## config.mk

```make
export PLATFORM = sky130hd
export DESIGN_NAME = evt_pulse_chan
export DESIGN_NICKNAME = d
export VERILOG_FILES = /design/src/rtl/evp_pkg.sv /design/src/rtl/evp_hold_reg.sv /design/src/rtl/evp_seq.sv /design/src/rtl/evt_pulse_chan.sv
export SDC_FILE = /design/constraint.sdc
export NUM_CORES = 1
export LEC_CHECK = 0
export BUFFER_PORTS_ARGS = -buffer_cell sky130_fd_sc_hd__buf_2
export CORE_MARGIN = 2
export CORE_UTILIZATION = 25
export CTS_CLUSTER_DIAMETER = 100
export CTS_CLUSTER_SIZE = 24
export DETAILED_ROUTE_END_ITERATION = 12
export GPL_ROUTABILITY_DRIVEN = 0
export PLACE_DENSITY = 0.39
export SETUP_SLACK_MARGIN = 0.3
export SYNTH_ARGS = -nofsm -noshare
export SYNTH_HDL_FRONTEND = slang
export SYNTH_SLANG_ARGS = --single-unit
```

## constraint.sdc

```tcl
create_clock -name clk -period 3.6 [get_ports clk]
set_clock_uncertainty 0.2 [all_clocks]
set_input_delay 0.72 -clock clk [delete_from_list [all_inputs] [get_ports clk]]
set_output_delay 0.72 -clock clk [all_outputs]
set_load 0.01 [all_outputs]
```

## src/rtl/evp_pkg.sv

```systemverilog
`timescale 1ns/1ps
package evp_pkg;

    localparam int ADR_W = 3;

    localparam logic [ADR_W-1:0] ADR_CODE = 3'd0;
    localparam logic [ADR_W-1:0] ADR_DLY  = 3'd1;
    localparam logic [ADR_W-1:0] ADR_WID  = 3'd2;
    localparam logic [ADR_W-1:0] ADR_CTRL = 3'd3;
    localparam logic [ADR_W-1:0] ADR_STAT = 3'd4;

    localparam int CTRL_W = 3;

    typedef enum logic [1:0] {
        SEQ_IDLE = 2'd0,
        SEQ_WAIT = 2'd1,
        SEQ_FIRE = 2'd2
    } seq_state_t;

    typedef struct packed {
        logic drop_busy;   // 1: ignore matches while busy, 0: restart
        logic invert;      // output idle level high
        logic enable;      // accept matches
    } ctrl_t;

    function automatic logic code_hit(input logic vld, input logic [7:0] rx,
                                      input logic [7:0] prog, input logic en);
        return vld && en && (rx == prog);
    endfunction

endpackage

```

## src/rtl/evp_hold_reg.sv

```systemverilog
`timescale 1ns/1ps
module evp_hold_reg #(
    parameter int W = 8,
    parameter logic [evp_pkg::ADR_W-1:0] FIELD_ADR = '0
) (
    input  logic                      clk,
    input  logic                      rst,
    input  logic                      idle,
    input  logic                      wr_en,
    input  logic [evp_pkg::ADR_W-1:0] wr_addr,
    input  logic [W-1:0]              din,
    output logic [W-1:0]              q
);
    logic         sel;
    logic [W-1:0] held;
    logic         held_v;

    assign sel = wr_en && (wr_addr == FIELD_ADR);

    always_ff @(posedge clk) begin
        if (rst) begin
            q      <= '0;
            held   <= '0;
            held_v <= 1'b0;
        end else if (idle) begin
            if (sel) begin
                q <= din;
            end else if (held_v) begin
                q <= held;
            end
            held_v <= 1'b0;
        end else if (sel) begin
            held   <= din;
            held_v <= 1'b1;
        end
    end

    // Active value frozen while the channel is busy.
    p_frozen_busy_r8: assert property (@(posedge clk) disable iff (rst)
        !idle |=> $stable(q));

    // A held value lands on the first idle edge unless overwritten.
    p_held_applies_r8: assert property (@(posedge clk) disable iff (rst)
        (idle && held_v && !sel) |=> (q == $past(held)));

endmodule

```

## src/rtl/evp_seq.sv

```systemverilog
`timescale 1ns/1ps
module evp_seq
    import evp_pkg::*;
#(
    parameter int DLY_W = 28,
    parameter int WID_W = 16
) (
    input  logic             clk,
    input  logic             rst,
    input  logic             hit,
    input  logic             drop_busy,
    input  logic [DLY_W-1:0] dly,
    input  logic [WID_W-1:0] wid,
    output logic             fire,
    output logic             busy
);
    localparam logic [DLY_W-1:0] D_ONE = DLY_W'(1);
    localparam logic [WID_W-1:0] W_ONE = WID_W'(1);

    seq_state_t       st, st_n;
    logic [DLY_W-1:0] dcnt, dcnt_n;
    logic [WID_W-1:0] wcnt, wcnt_n;
    logic [WID_W-1:0] wlat, wlat_n;
    logic             take;

    assign take = hit && ((st == SEQ_IDLE) || !drop_busy);

    always_comb begin
        st_n   = st;
        dcnt_n = dcnt;
        wcnt_n = wcnt;
        wlat_n = wlat;
        if (take) begin
            if (wid == '0) begin
                st_n = SEQ_IDLE;
            end else begin
                wlat_n = wid;
                if (dly == '0) begin
                    st_n   = SEQ_FIRE;
                    wcnt_n = wid;
                end else begin
                    st_n   = SEQ_WAIT;
                    dcnt_n = dly;
                end
            end
        end else begin
            case (st)
                SEQ_WAIT: begin
                    if (dcnt == D_ONE) begin
                        st_n   = SEQ_FIRE;
                        wcnt_n = wlat;
                    end else begin
                        dcnt_n = dcnt - D_ONE;
                    end
                end
                SEQ_FIRE: begin
                    if (wcnt == W_ONE) begin
                        st_n = SEQ_IDLE;
                    end else begin
                        wcnt_n = wcnt - W_ONE;
                    end
                end
                default: ;
            endcase
        end
    end

    always_ff @(posedge clk) begin
        if (rst) begin
            st   <= SEQ_IDLE;
            dcnt <= '0;
            wcnt <= '0;
            wlat <= '0;
        end else begin
            st   <= st_n;
            dcnt <= dcnt_n;
            wcnt <= wcnt_n;
            wlat <= wlat_n;
        end
    end

    assign fire = (st == SEQ_FIRE);
    assign busy = (st != SEQ_IDLE);

    p_zero_delay_r3: assert property (@(posedge clk) disable iff (rst)
        (st == SEQ_IDLE && hit && dly == '0 && wid != '0)
        |=> (st == SEQ_FIRE && wcnt == $past(wid)));

    p_wait_ends_r3: assert property (@(posedge clk) disable iff (rst)
        (st == SEQ_WAIT && dcnt == D_ONE && !take) |=> (st == SEQ_FIRE));

    p_width_zero_r4: assert property (@(posedge clk) disable iff (rst)
        (st == SEQ_IDLE && hit && wid == '0) |=> (st == SEQ_IDLE));

    p_fire_ends_r4: assert property (@(posedge clk) disable iff (rst)
        (st == SEQ_FIRE && wcnt == W_ONE && !take) |=> (st == SEQ_IDLE));

    p_fire_count_r4: assert property (@(posedge clk) disable iff (rst)
        (st == SEQ_FIRE) |-> (wcnt != '0));

    p_restart_r6: assert property (@(posedge clk) disable iff (rst)
        (st != SEQ_IDLE && hit && !drop_busy && dly != '0 && wid != '0)
        |=> (st == SEQ_WAIT && dcnt == $past(dly)));

    p_drop_r7: assert property (@(posedge clk) disable iff (rst)
        (st == SEQ_WAIT && dcnt > D_ONE && hit && drop_busy)
        |=> (st == SEQ_WAIT && dcnt == $past(dcnt) - D_ONE));

endmodule

```

## src/rtl/evt_pulse_chan.sv

```systemverilog
`timescale 1ns/1ps
module evt_pulse_chan
    import evp_pkg::*;
#(
    parameter int CODE_W = 8,
    parameter int DLY_W  = 28,
    parameter int WID_W  = 16,
    parameter int DATA_W = 32
) (
    input  logic              clk,
    input  logic              rst,
    input  logic              evt_valid,
    input  logic [CODE_W-1:0] evt_code,
    input  logic              wr_en,
    input  logic [ADR_W-1:0]  wr_addr,
    input  logic [DATA_W-1:0] wr_data,
    input  logic [ADR_W-1:0]  rd_addr,
    output logic [DATA_W-1:0] rd_data,
    output logic              pulse_o
);
    logic [CODE_W-1:0] code_q;
    logic [DLY_W-1:0]  dly_q;
    logic [WID_W-1:0]  wid_q;
    logic [CTRL_W-1:0] ctrl_bits;
    ctrl_t             ctrl_q;
    logic              busy;
    logic              fire;
    logic              hit;
    logic              unused_wr;

    assign unused_wr = ^wr_data;
    assign ctrl_q    = ctrl_t'(ctrl_bits);

    evp_hold_reg #(.W(CODE_W), .FIELD_ADR(ADR_CODE)) u_code (
        .clk(clk), .rst(rst), .idle(!busy), .wr_en(wr_en), .wr_addr(wr_addr),
        .din(wr_data[CODE_W-1:0]), .q(code_q));

    evp_hold_reg #(.W(DLY_W), .FIELD_ADR(ADR_DLY)) u_dly (
        .clk(clk), .rst(rst), .idle(!busy), .wr_en(wr_en), .wr_addr(wr_addr),
        .din(wr_data[DLY_W-1:0]), .q(dly_q));

    evp_hold_reg #(.W(WID_W), .FIELD_ADR(ADR_WID)) u_wid (
        .clk(clk), .rst(rst), .idle(!busy), .wr_en(wr_en), .wr_addr(wr_addr),
        .din(wr_data[WID_W-1:0]), .q(wid_q));

    evp_hold_reg #(.W(CTRL_W), .FIELD_ADR(ADR_CTRL)) u_ctrl (
        .clk(clk), .rst(rst), .idle(!busy), .wr_en(wr_en), .wr_addr(wr_addr),
        .din(wr_data[CTRL_W-1:0]), .q(ctrl_bits));

    assign hit = code_hit(evt_valid, evt_code, code_q, ctrl_q.enable);

    evp_seq #(.DLY_W(DLY_W), .WID_W(WID_W)) u_seq (
        .clk(clk), .rst(rst), .hit(hit), .drop_busy(ctrl_q.drop_busy),
        .dly(dly_q), .wid(wid_q), .fire(fire), .busy(busy));

    assign pulse_o = fire ^ ctrl_q.invert;

    always_comb begin
        case (rd_addr)
            ADR_CODE: rd_data = DATA_W'(code_q);
            ADR_DLY:  rd_data = DATA_W'(dly_q);
            ADR_WID:  rd_data = DATA_W'(wid_q);
            ADR_CTRL: rd_data = DATA_W'(ctrl_bits);
            ADR_STAT: rd_data = DATA_W'(busy);
            default:  rd_data = '0;
        endcase
    end

    // Disabled and idle: nothing can start the channel.
    p_disabled_quiet_r2: assert property (@(posedge clk) disable iff (rst)
        (!ctrl_q.enable && !busy) |=> !busy);

    // Idle output level follows the invert bit.
    p_idle_level_r9: assert property (@(posedge clk) disable iff (rst)
        !busy |-> (pulse_o == ctrl_q.invert));

    // Reset leaves the channel idle with a low output.
    p_reset_state_r1: assert property (@(posedge clk)
        rst |=> (!busy && !pulse_o));

endmodule

```

After elaboration in Yosys (flattened, before gate mapping)
Cells that the tools add are included.

storage, ports and cells
  flip-flop bits (word level) = 176
  bits of input ports = 50

operators by class
  add/subtract/negate cells = 2
  equality and inequality tests = 19
  muxes and demuxes = 26
  bitwise logic cells = 3
  reductions and logical operators = 34

operator list
  kind                   number
  $mux 28                7
  $pmux 28 s5            1
  $mux 16                7
  $pmux 16 s2            1
  $eq 28x1->1 const B    1
  $logic_not 28->1       1
  $sub 28x1->28 const B  1
  $reduce_and 2->1       9
  $eq 16x1->1 const B    1
  $logic_not 16->1       1
  $mux 8                 2
  $sub 16x1->16 const B  1
  $eq 3x2->1 const B     4
  $reduce_bool 2->1      6
  $mux 2                 5
  $eq 8x8->1             1
  $logic_and 1x1->1      7
  $eq 3x1->1 const B     2
  $logic_not 3->1        2
  $mux 3                 2
  $ne 2x2->1 const B     3
  $ne 3x1->1 const B     2
  $reduce_and 5->1       1
  $pmux 2 s2             1
  other kinds (14)       15

Logic depth before layout (Yosys ltp)
Gate-level depths: netlist of run 1.

  depth after elaboration = 5
  depth in mapped cells = 12

Hierarchy
A second synthesis of run 1 with hierarchy kept.

second synthesis, totals
  cells, all modules = 1,263
  area, all modules = 10,138.5 um^2

by module, submodules not included
  module                 instances  cells each  area each (um^2)
  evp_seq                1          514         3,877.5
  evp_hold_reg (u_dly)   1          333         2,847.7
  evp_hold_reg (u_wid)   1          192         1,607.8
  evp_hold_reg (u_code)  1          99          845.8
  evt_pulse_chan         1          87          621.8
  evp_hold_reg (u_ctrl)  1          38          337.8

Worst setup path before layout of run 1
No wires, ideal clock.

  kind = in2reg
  start = input evt_code[5]
  end = register u_seq.dcnt[12]
  setup time = 0.095 ns
  data arrival time = 2.571 ns
  required time = 3.305 ns
  slack = 0.734 ns
  stages on the path = 8
  buffers on the path = 2
  path through = xnor2_1 > and4_1 > nand3_1 > buf_2 > o32ai_1 > clkbuf_1 > o21ai_0 > a221oi_1

on the way
  longest elaborated chain between the ends = 5
  elaborated cells on any way between the ends = 9

RTL lines
  what                                                line                  RTL
  start: declaration                                  evt_pulse_chan.sv:13  input logic [CODE_W-1:0] evt_code,
  $eq 8x8->1 (*)                                      evp_pkg.sv:28         return vld && en && (rx == prog);
  $logic_and 1x1->1 (*)                               evp_pkg.sv:28
  $logic_and 1x1->1 (*)                               evp_seq.sv:26         assign take = hit && ((st == SEQ_IDLE) || !drop_busy);
  $ne 2x2->1 (no line), or another cell as far along  n/a
  $reduce_and 4->1 (no line)                          n/a
  end signal: assignment                              evp_seq.sv:76         dcnt <= dcnt_n;
  end: declaration                                    evp_seq.sv:21         logic [DLY_W-1:0] dcnt, dcnt_n;

Every way passes the cells marked *; elsewhere a longest branch is shown, timed or not.
A chain may end at the register's enable or synchronous reset.

Final worst setup path of run 1
  start = input rd_addr[0]
  end = output rd_data[18]

on the way
  longest elaborated chain between the ends = 2
  elaborated cells on any way between the ends = 6

RTL lines
  what                                      line                  RTL
  start: declaration                        evt_pulse_chan.sv:17  input logic [ADR_W-1:0] rd_addr,
  $eq 3x3->1, or another cell as far along  evt_pulse_chan.sv:59  case (rd_addr)
  $pmux 28 s5 (*)                           evt_pulse_chan.sv:59
  end: declaration                          evt_pulse_chan.sv:18  output logic [DATA_W-1:0] rd_data,

Marked as above.

==> reports/qor.txt, run 1 <==
======================================================================================
Horizontal die dimension                                                  192.0 microns
Startpoint of the worst hold path                                         u_seq.wlat[9]$_SDFFE_PP0P_
Slew at the pin closest to its max-slew limit                                0.7132 ns
Crit-path cells                                                           buf_2 -> nor2b_1 -> nor2b_1 -> buf_4 -> and2_1 -> buf_2
Max Root-Sink Buffers                                                                2
TritonCTS Buffers                                                                   17
Count of cell instances traversed by the critical path                               6
Share of flip-flops with an asynchronous set or reset                               0%
Start-to-end type of the worst setup path                                    in -> out
Count of synthesis-stage warnings from yosys                                         0
Worst reg2reg path depth                                                             7
F_max                                                                        325.2 MHz
Distinct cell type count after synthesis                                            58
Dpl cell area                                                               9833 sq um
Endpoint of the most critical register-to-register path                   u_seq.dcnt[8]$_SDFFE_PP0P_
Global Route met1 Usage                                                         23.20%
GR Layer Usage met2                                                             26.19%
Fin. max-slew vios                                                                   0
Synth Area per Inst                                                        8.073 sq um
Power per cell area                                                       432.8 nW/um^2
Delay contributed by the slowest stage of the critical path                    0.51 ns
Remaining antenna violation count                                                    0
Area grow syn2layout                                                            17.72%
Num rows                                                                            68
Cell Count, Final, Fillers Out                                                    1608
Crit path DAT                                                                  2.15 ns
Worst endpoint required time                                                   2.68 ns
Final Hold Vio Count                                                                 0
Setup TNS                                                                         0 ns
Global-route wire length before repair                                    45950 microns
Worst Setup End Kind                                                       output port
Critical path buffer and inverter count                                              3
Effective utilization at floorplan                                              25.46%
Number of flops mapped to enable cells by yosys                                      0
Hold WC Path Type                                                           reg -> reg
Dominant delay contributor by cell family on the critical path            simple AND/OR/NAND/NOR gates
H-tree levels                                                                        4
Boundary pin count                                                                  83
Finished layout cell area                                                  10410 sq um
Largest net degree at the start of global routing                                  107
Core region area                                                           34710 sq um
Worst slew margin relative to its limit                                         52.45%
Maximum VDD drop                                                           0.0002974 V
Gate count after technology mapping                                               1095
Wirelength per Cell                                                       18.48 microns
Post-CTS setup repair buffer count                                                   0
Clock root cell                                                           sky130_fd_sc_hd__clkbuf_16
Initial antenna violation count                                                      0
Library cell contributing the largest single delay on the critical path   sky130_fd_sc_hd__nor2b_1
DP Wirelength                                                             20810 microns
Static power due to leakage                                                   3.505 nW
Met3 Resource Use GR                                                            2.065%
IO Port Bufs                                                                        74
Reg-to-reg startpoint                                                     u_seq.dcnt[5]$_SDFFE_PP0P_
Count of vias placed by the detailed router                                       7901
Synth area leader                                                         sky130_fd_sc_hd__dfxtp_1
Worst hold path endpoint                                                  u_seq.wlat[9]$_SDFFE_PP0P_
Clock period minus worst slack                                                3.075 ns
Top fanout value on the critical path                                               12
Clock-pin transition on the worst setup and hold timing paths                  0.07 ns
Synthesized area                                                            8840 sq um
Die area                                                                   36880 sq um
GR peak layer                                                                     met2
Status                                                                    finished clean
Number of sinks on the clock net                                                   176
Share of synthesized area occupied by flip-flops and latches                    39.86%
Type of element launching the critical path                                  input pin
Hold-fix buffer count after cts                                                      0
Total Routed Length                                                       29710 microns
Period utilization                                                              85.41%
Number of detailed-routing iterations run before antenna repair                      5
Max-capacitance violation count                                                      0
Flip-flop cell with the highest count after synthesis                     sky130_fd_sc_hd__dfxtp_1
Overall die height                                                        192.0 microns
Vias per cell                                                                    4.914
Setup repair after global routing missed its margin                                 no
ANT cells                                                                            0
Clock latency reported for the late side of the worst-skew pair                0.45 ns
R2r setup slk                                                                  0.55 ns
Overall Global Routing Usage                                                    16.50%
Placed cell count                                                                 1576
Final setup violation count                                                          0
Final Net Count                                                                   1197
Post-cts sizing count                                                                0
Fraction of post-synthesis cell area in the top cell type by area               39.86%
Remaining global-route overflow                                                      0
Final design utilization                                                        29.98%
Vias in the first global route                                                    7399
DRC viols                                                                            0
Synth area leaders                                                        sky130_fd_sc_hd__dfxtp_1 (40%), sky130_fd_sc_hd__mux2i_1 (7.7%), sky130_fd_sc_hd__a211oi_1 (6.2%), sky130_fd_sc_hd__a21oi_1 (6.1%), sky130_fd_sc_hd__nand2_1 (5.8%)
Share of cells above drive strength 1                                           15.70%
Min-Delay Path Depth                                                                 2
Count of state elements after synthesis                                            176
CTS tree                                                                           yes
Number of DRC violations after detailed-routing iteration 0                        501
======================================================================================
[stage by stage]
step	hold WS [ns]	setup slack (ns)	total power, mW
after floorplan	0.2332	0.7337	2.479
after global placement	0.2402	0.4041	2.689
after detailed placement	0.2456	0.3902	2.690
after CTS	0.2550	0.4936	4.563
after global routing	0.2684	0.3347	4.720
final	0.2525	0.5251	4.504
[metal layers]
metal  share of wire [%]  up-vias
met4                 1.7        0
met2                  47      113
met3                 2.1       19
met1                  49     3749
met5                   0        -
li1                    -     4020
[Yosys cell counts, types with 5 or more instances]
cell type                    n
sky130_fd_sc_hd__a211oi_1   73
sky130_fd_sc_hd__a21o_1      5
sky130_fd_sc_hd__a21oi_1   107
sky130_fd_sc_hd__a221oi_1    6
sky130_fd_sc_hd__a22oi_1    16
sky130_fd_sc_hd__a311oi_1    8
sky130_fd_sc_hd__and2_1     17
sky130_fd_sc_hd__buf_1      12
sky130_fd_sc_hd__buf_2       6
sky130_fd_sc_hd__buf_4       5
sky130_fd_sc_hd__clkbuf_1   73
sky130_fd_sc_hd__dfxtp_1   176
sky130_fd_sc_hd__ha_1        7
sky130_fd_sc_hd__inv_1      15
sky130_fd_sc_hd__mux2i_1    68
sky130_fd_sc_hd__nand2_1   136
sky130_fd_sc_hd__nand2b_1    8
sky130_fd_sc_hd__nand3_1    19
sky130_fd_sc_hd__nand4_1     8
sky130_fd_sc_hd__nor2_1    128
sky130_fd_sc_hd__nor2b_1    10
sky130_fd_sc_hd__nor3_1     30
sky130_fd_sc_hd__nor4_1     22
sky130_fd_sc_hd__o211ai_1    7
sky130_fd_sc_hd__o21ai_0    43
sky130_fd_sc_hd__o31ai_1     5
sky130_fd_sc_hd__o32ai_1     6
sky130_fd_sc_hd__or3_1       8
sky130_fd_sc_hd__or4_1       5
sky130_fd_sc_hd__xnor2_1    14
[cells in the final DEF, fill, tap and decap left out, types with 4 or more instances in the layout]
master / instances
sky130_fd_sc_hd__and4_1: 4
sky130_fd_sc_hd__nor4_1: 22
sky130_fd_sc_hd__or4_1: 5
sky130_fd_sc_hd__clkbuf_16: 17
sky130_fd_sc_hd__mux2i_1: 68
sky130_fd_sc_hd__o31ai_1: 5
sky130_fd_sc_hd__buf_2: 73
sky130_fd_sc_hd__o211ai_1: 7
sky130_fd_sc_hd__nand3_1: 18
sky130_fd_sc_hd__inv_1: 15
sky130_fd_sc_hd__xnor2_1: 14
sky130_fd_sc_hd__a21o_1: 5
sky130_fd_sc_hd__nor3_1: 27
sky130_fd_sc_hd__dfxtp_1: 176
sky130_fd_sc_hd__conb_1: 4
sky130_fd_sc_hd__buf_4: 45
sky130_fd_sc_hd__a211oi_1: 73
sky130_fd_sc_hd__a31oi_1: 4
sky130_fd_sc_hd__nand2b_1: 8
sky130_fd_sc_hd__nand2_1: 136
sky130_fd_sc_hd__or3_1: 8
sky130_fd_sc_hd__a22oi_1: 16
sky130_fd_sc_hd__clkinv_4: 4
sky130_fd_sc_hd__ha_1: 7
sky130_fd_sc_hd__xor2_1: 4
sky130_fd_sc_hd__nand4_1: 8
sky130_fd_sc_hd__a311oi_2: 4
sky130_fd_sc_hd__nor2_1: 127
sky130_fd_sc_hd__a21oi_1: 107
sky130_fd_sc_hd__a311oi_1: 8
sky130_fd_sc_hd__a221oi_1: 6
sky130_fd_sc_hd__o21ai_0: 43
sky130_fd_sc_hd__and2_1: 17
sky130_fd_sc_hd__nor3_2: 4
sky130_fd_sc_hd__o32ai_1: 4
sky130_fd_sc_hd__nor2b_1: 9
[sequential cells by signal, indices dropped and copies added (netlist names)]
signal	cells
u_seq.st	2
u_seq.wcnt	16
u_seq.dcnt	28
u_code.q	8
u_ctrl.q	3
u_dly.held	28
u_dly.q	28
u_code.held_v	1
u_seq.wlat	16
u_wid.held_v	1
u_dly.held_v	1
u_code.held	8
u_wid.q	16
u_ctrl.held	3
u_wid.held	16
u_ctrl.held_v	1
[report_power, final]
group          total [mW]  internal [mW]  switching (mW)
Sequential           2.06           1.99          0.0671
Combinational       0.580          0.222           0.357
Clock                1.86          0.987           0.877
Total                4.50           3.20            1.30
[worst max path at each step]
| stage | from | endpoint | slack (ns) |
|---|---|---|---|
| final | rd_addr[0] | rd_data[18] | 0.53 |
| after global routing | rd_addr[0] | rd_data[13] | 0.33 |
| after CTS | rd_addr[0] | rd_data[18] | 0.49 |
| after detailed placement | evt_code[7] | u_seq.dcnt[3]$_SDFFE_PP0P_ | 0.39 |
| after global placement | evt_code[7] | u_seq.dcnt[7]$_SDFFE_PP0P_ | 0.40 |
| after floorplan | evt_code[5] | u_seq.dcnt[12]$_SDFFE_PP0P_ | 0.73 |
[cell type report]
type	count	area [sq um]
sequential	176	3523
clock buffer	19	442.9
timing repair buffer	122	774.5
fill	3781	24310
clock inverter	13	130.1
inverter	15	56.30
multi-input combinational	808	4910
tap	455	569.3
[kinds of logic (layout without fill, tap and decap cells)]
kind of cell	Yosys count	count (layout)	share of synthesized area, %
compound gates	298	298	22.02
mux	73	73	8.719
fa+ha+maj	7	7	0.9908
simple gates	408	408	21.15
flops	176	176	39.86
buf+inv	114	169	5.435
other cells	1	4	0.04242
xor+xnor	18	18	1.783
[worst min-delay path: stages (launching register included)]
cell and delay (ns):
sky130_fd_sc_hd__dfxtp_1 0.31, sky130_fd_sc_hd__nand2_1 0.05, sky130_fd_sc_hd__a21oi_1 0.05
Note: power is estimated with default switching activity, not from simulation.
==> run 2: changes to the inputs <==
- RECOVER_POWER: not set -> 50
==> run 2 against run 1 <==
The run now ends with capacitance limit, slew limit left; non-clock buffer count unchanged; count of clock-buffer cells in the layout is the same; die area unchanged; critical path type is now reg -> reg; largest power group unchanged.
==> reports/qor.txt, run 2 (synthesis gave the netlist of run 1 again) <==
==============================================================================
Number of DRC violations after detailed-routing iteration 0                496   -1.0%
Setup repair after global routing missed its margin                         no
Clock root cell                                                   sky130_fd_sc_hd__clkbuf_16
Max-capacitance violation count                                              1   +1
GR Layer Usage met2                                                     26.19%   unchanged
Power per cell area                                               434.3 nW/um^2   +0.35%
Type of element launching the critical path                               flop
Dpl cell area                                                       9833 sq um   unchanged
Global-route wire length before repair                            45950 microns   unchanged
Effective utilization at floorplan                                      25.46%   unchanged
Finished layout cell area                                          10370 sq um   -0.37%
Final Hold Vio Count                                                         0   unchanged
Number of detailed-routing iterations run before antenna repair              5   unchanged
TritonCTS Buffers                                                           17   unchanged
Period utilization                                                      84.83%   -0.59 points
Total chip power                                                      4.503 mW   about the same
Count of vias placed by the detailed router                               7888   -0.16%
Fin. max-slew vios                                                         107   +107
Number of sinks on the clock net                                           176   unchanged
Top fanout value on the critical path                                       13   +1
Start-to-end type of the worst setup path                           reg -> reg
Core region area                                                   34710 sq um   unchanged
Share of cells above drive strength 1                                   15.26%   -0.43 points
Vias in the first global route                                            7399   unchanged
Most common cell after layout, fill and taps aside                sky130_fd_sc_hd__dfxtp_1
Violations in the final reports                                   capacitance limit, slew limit
DP Wirelength                                                     20810 microns   unchanged
Global Route met1 Usage                                                 23.20%   unchanged
Clock period minus worst slack                                        3.054 ns   -0.02117 ns
H-tree levels                                                                4   unchanged
Remaining global-route overflow                                              0   unchanged
Overall Global Routing Usage                                            16.50%   unchanged
Die area                                                           36880 sq um   unchanged
Wirelength per Cell                                               18.47 microns   about the same
Worst endpoint required time                                           3.74 ns   +1.06 ns
CP startpoint                                                     u_seq.dcnt[5]$_SDFFE_PP0P_
Capture point of the critical path                                u_seq.dcnt[8]$_SDFFE_PP0P_
Fillers                                                                   3787   +0.16%
Largest net degree at the start of global routing                          107   unchanged
F_max                                                                327.5 MHz   +0.69%
Final Net Count                                                           1197   unchanged
Horizontal die dimension                                          192.0 microns   unchanged
Static power due to leakage                                           3.487 nW   -0.50%
Remaining antenna violation count                                            0   unchanged
Hold WC Path Type                                                   reg -> reg
Hold-fix buffer count after cts                                              0   unchanged
Total Routed Length                                               29700 microns   about the same
Final setup violation count                                                  0   unchanged
IO Port Bufs                                                                74   unchanged
Status                                                            finished with violations
Area grow syn2layout                                                    17.28%
Overall die height                                                192.0 microns   unchanged
Clock latency reported for the late side of the worst-skew pair        0.45 ns   about the same
Endpoint of the most critical register-to-register path           u_seq.dcnt[8]$_SDFFE_PP0P_
Worst reg2reg path depth                                                     7   unchanged
ANT cells                                                                    0   unchanged
Clock-pin transition on the worst setup and hold timing paths          0.08 ns   about the same
Max Root-Sink Buffers                                                        2   unchanged
Slew at the pin closest to its max-slew limit                         2.340 ns   +1.627 ns
Maximum VDD drop                                                   0.0002968 V   -0.19%
Met3 Resource Use GR                                                    2.065%   unchanged
Vias per cell                                                            4.905   -0.16%
Boundary pin count                                                          83   unchanged
Initial antenna violation count                                              0   unchanged
Crit path DAT                                                          3.19 ns   +1.04 ns
Post-CTS setup repair buffer count                                           0   unchanged
CTS tree                                                                   yes
Worst Setup End Kind                                                      flop
Post-cts sizing count                                                        0   unchanged
Num rows                                                                    68   unchanged
Worst slew margin relative to its limit                                -55.98%   -110 points
DRC viols                                                                    0   unchanged
R2r setup slk                                                          0.55 ns   about the same
Setup TNS                                                                 0 ns   unchanged
Leading cell types in the layout, fill and taps excluded          sky130_fd_sc_hd__dfxtp_1 (176), sky130_fd_sc_hd__nand2_1 (136), sky130_fd_sc_hd__nor2_1 (127)
GR peak layer                                                             met2
Largest registers                                                 u_dly.held x28, u_dly.q x28, u_seq.dcnt x28
Final design utilization                                                29.87%   -0.11 points
Reg-to-reg startpoint                                             u_seq.dcnt[5]$_SDFFE_PP0P_
==============================================================================
[run 2: changes by cell type in the layout (fill, tap and decap cells not counted)]
cell / previous run / this run
sky130_fd_sc_hd__clkbuf_2: 0 / 2
sky130_fd_sc_hd__buf_12: 3 / 2
sky130_fd_sc_hd__nor3_2: 4 / 3
sky130_fd_sc_hd__nor3b_1: 1 / 2
sky130_fd_sc_hd__buf_4: 45 / 41
sky130_fd_sc_hd__nor3b_2: 1 / 0
sky130_fd_sc_hd__nor3_1: 27 / 28
sky130_fd_sc_hd__clkbuf_1: 1 / 4
[run 2: area by class of cell]
cell class              count  area, sq um  area share [%]
inverters                  15        56.30          0.5431
clock inverters            13        130.1           1.255
clock buffers              19        442.9           4.272
well taps                 455        569.3           5.491
repair buffers            122        745.7           7.193
multi-input cells         808         4900           47.26
flip-flops and latches    176         3523           33.99
[run 2: report_power, final]
group	switching, mW	total (mW)	internal [mW]
logic	0.357	0.578	0.220
clock network	0.877	1.86	0.987
registers	0.0670	2.06	1.99
total	1.30	4.50	3.20
[run 2: worst min path at each step]
stage | start | slack, ns | endpoint | cells after the start
2_1_floorplan | u_seq.wlat[11]$_SDFFE_PP0P_ | 0.23 | u_seq.wlat[11]$_SDFFE_PP0P_ | 2
3_3_place_gp | u_dly.held[15]$_SDFFE_PP0P_ | 0.24 | u_dly.held[15]$_SDFFE_PP0P_ | 2
3_5_place_dp | u_seq.wlat[9]$_SDFFE_PP0P_ | 0.25 | u_seq.wlat[9]$_SDFFE_PP0P_ | 2
4_1_cts | u_dly.held[27]$_SDFFE_PP0P_ | 0.25 | u_dly.held[27]$_SDFFE_PP0P_ | 2
5_1_grt | u_dly.held[27]$_SDFFE_PP0P_ | 0.27 | u_dly.held[27]$_SDFFE_PP0P_ | 2
6_report | u_seq.wlat[9]$_SDFFE_PP0P_ | 0.25 | u_seq.wlat[9]$_SDFFE_PP0P_ | 2
[run 2: worst max-delay path, stage by stage (launching register included)]
cell and delay [ns]:
sky130_fd_sc_hd__dfxtp_1 0.37, sky130_fd_sc_hd__or4_1 0.69, sky130_fd_sc_hd__or3_1 0.54, sky130_fd_sc_hd__nor3_2 0.31, sky130_fd_sc_hd__o32a_1 0.41, sky130_fd_sc_hd__buf_12 0.18, sky130_fd_sc_hd__nor2_1 0.05, sky130_fd_sc_hd__o211a_1 0.19
[run 2: per-stage QoR]
step	setup WS, ns	hold slack (ns)	instances
final	0.5463	0.2522	1608
after global routing	0.3347	0.2684	1608
after CTS	0.4936	0.2550	1608
after detailed placement	0.3902	0.2456	1576
after global placement	0.4041	0.2402	1576
after floorplan	0.7337	0.2332	1098
[run 2: per-layer routing]
layer  vias to the layer above  part of all wire (%)
met5                         -                     0
met4                         0                   1.7
met3                        19                   2.3
met2                       122                    47
met1                      3729                    49
li1                       4018                     -
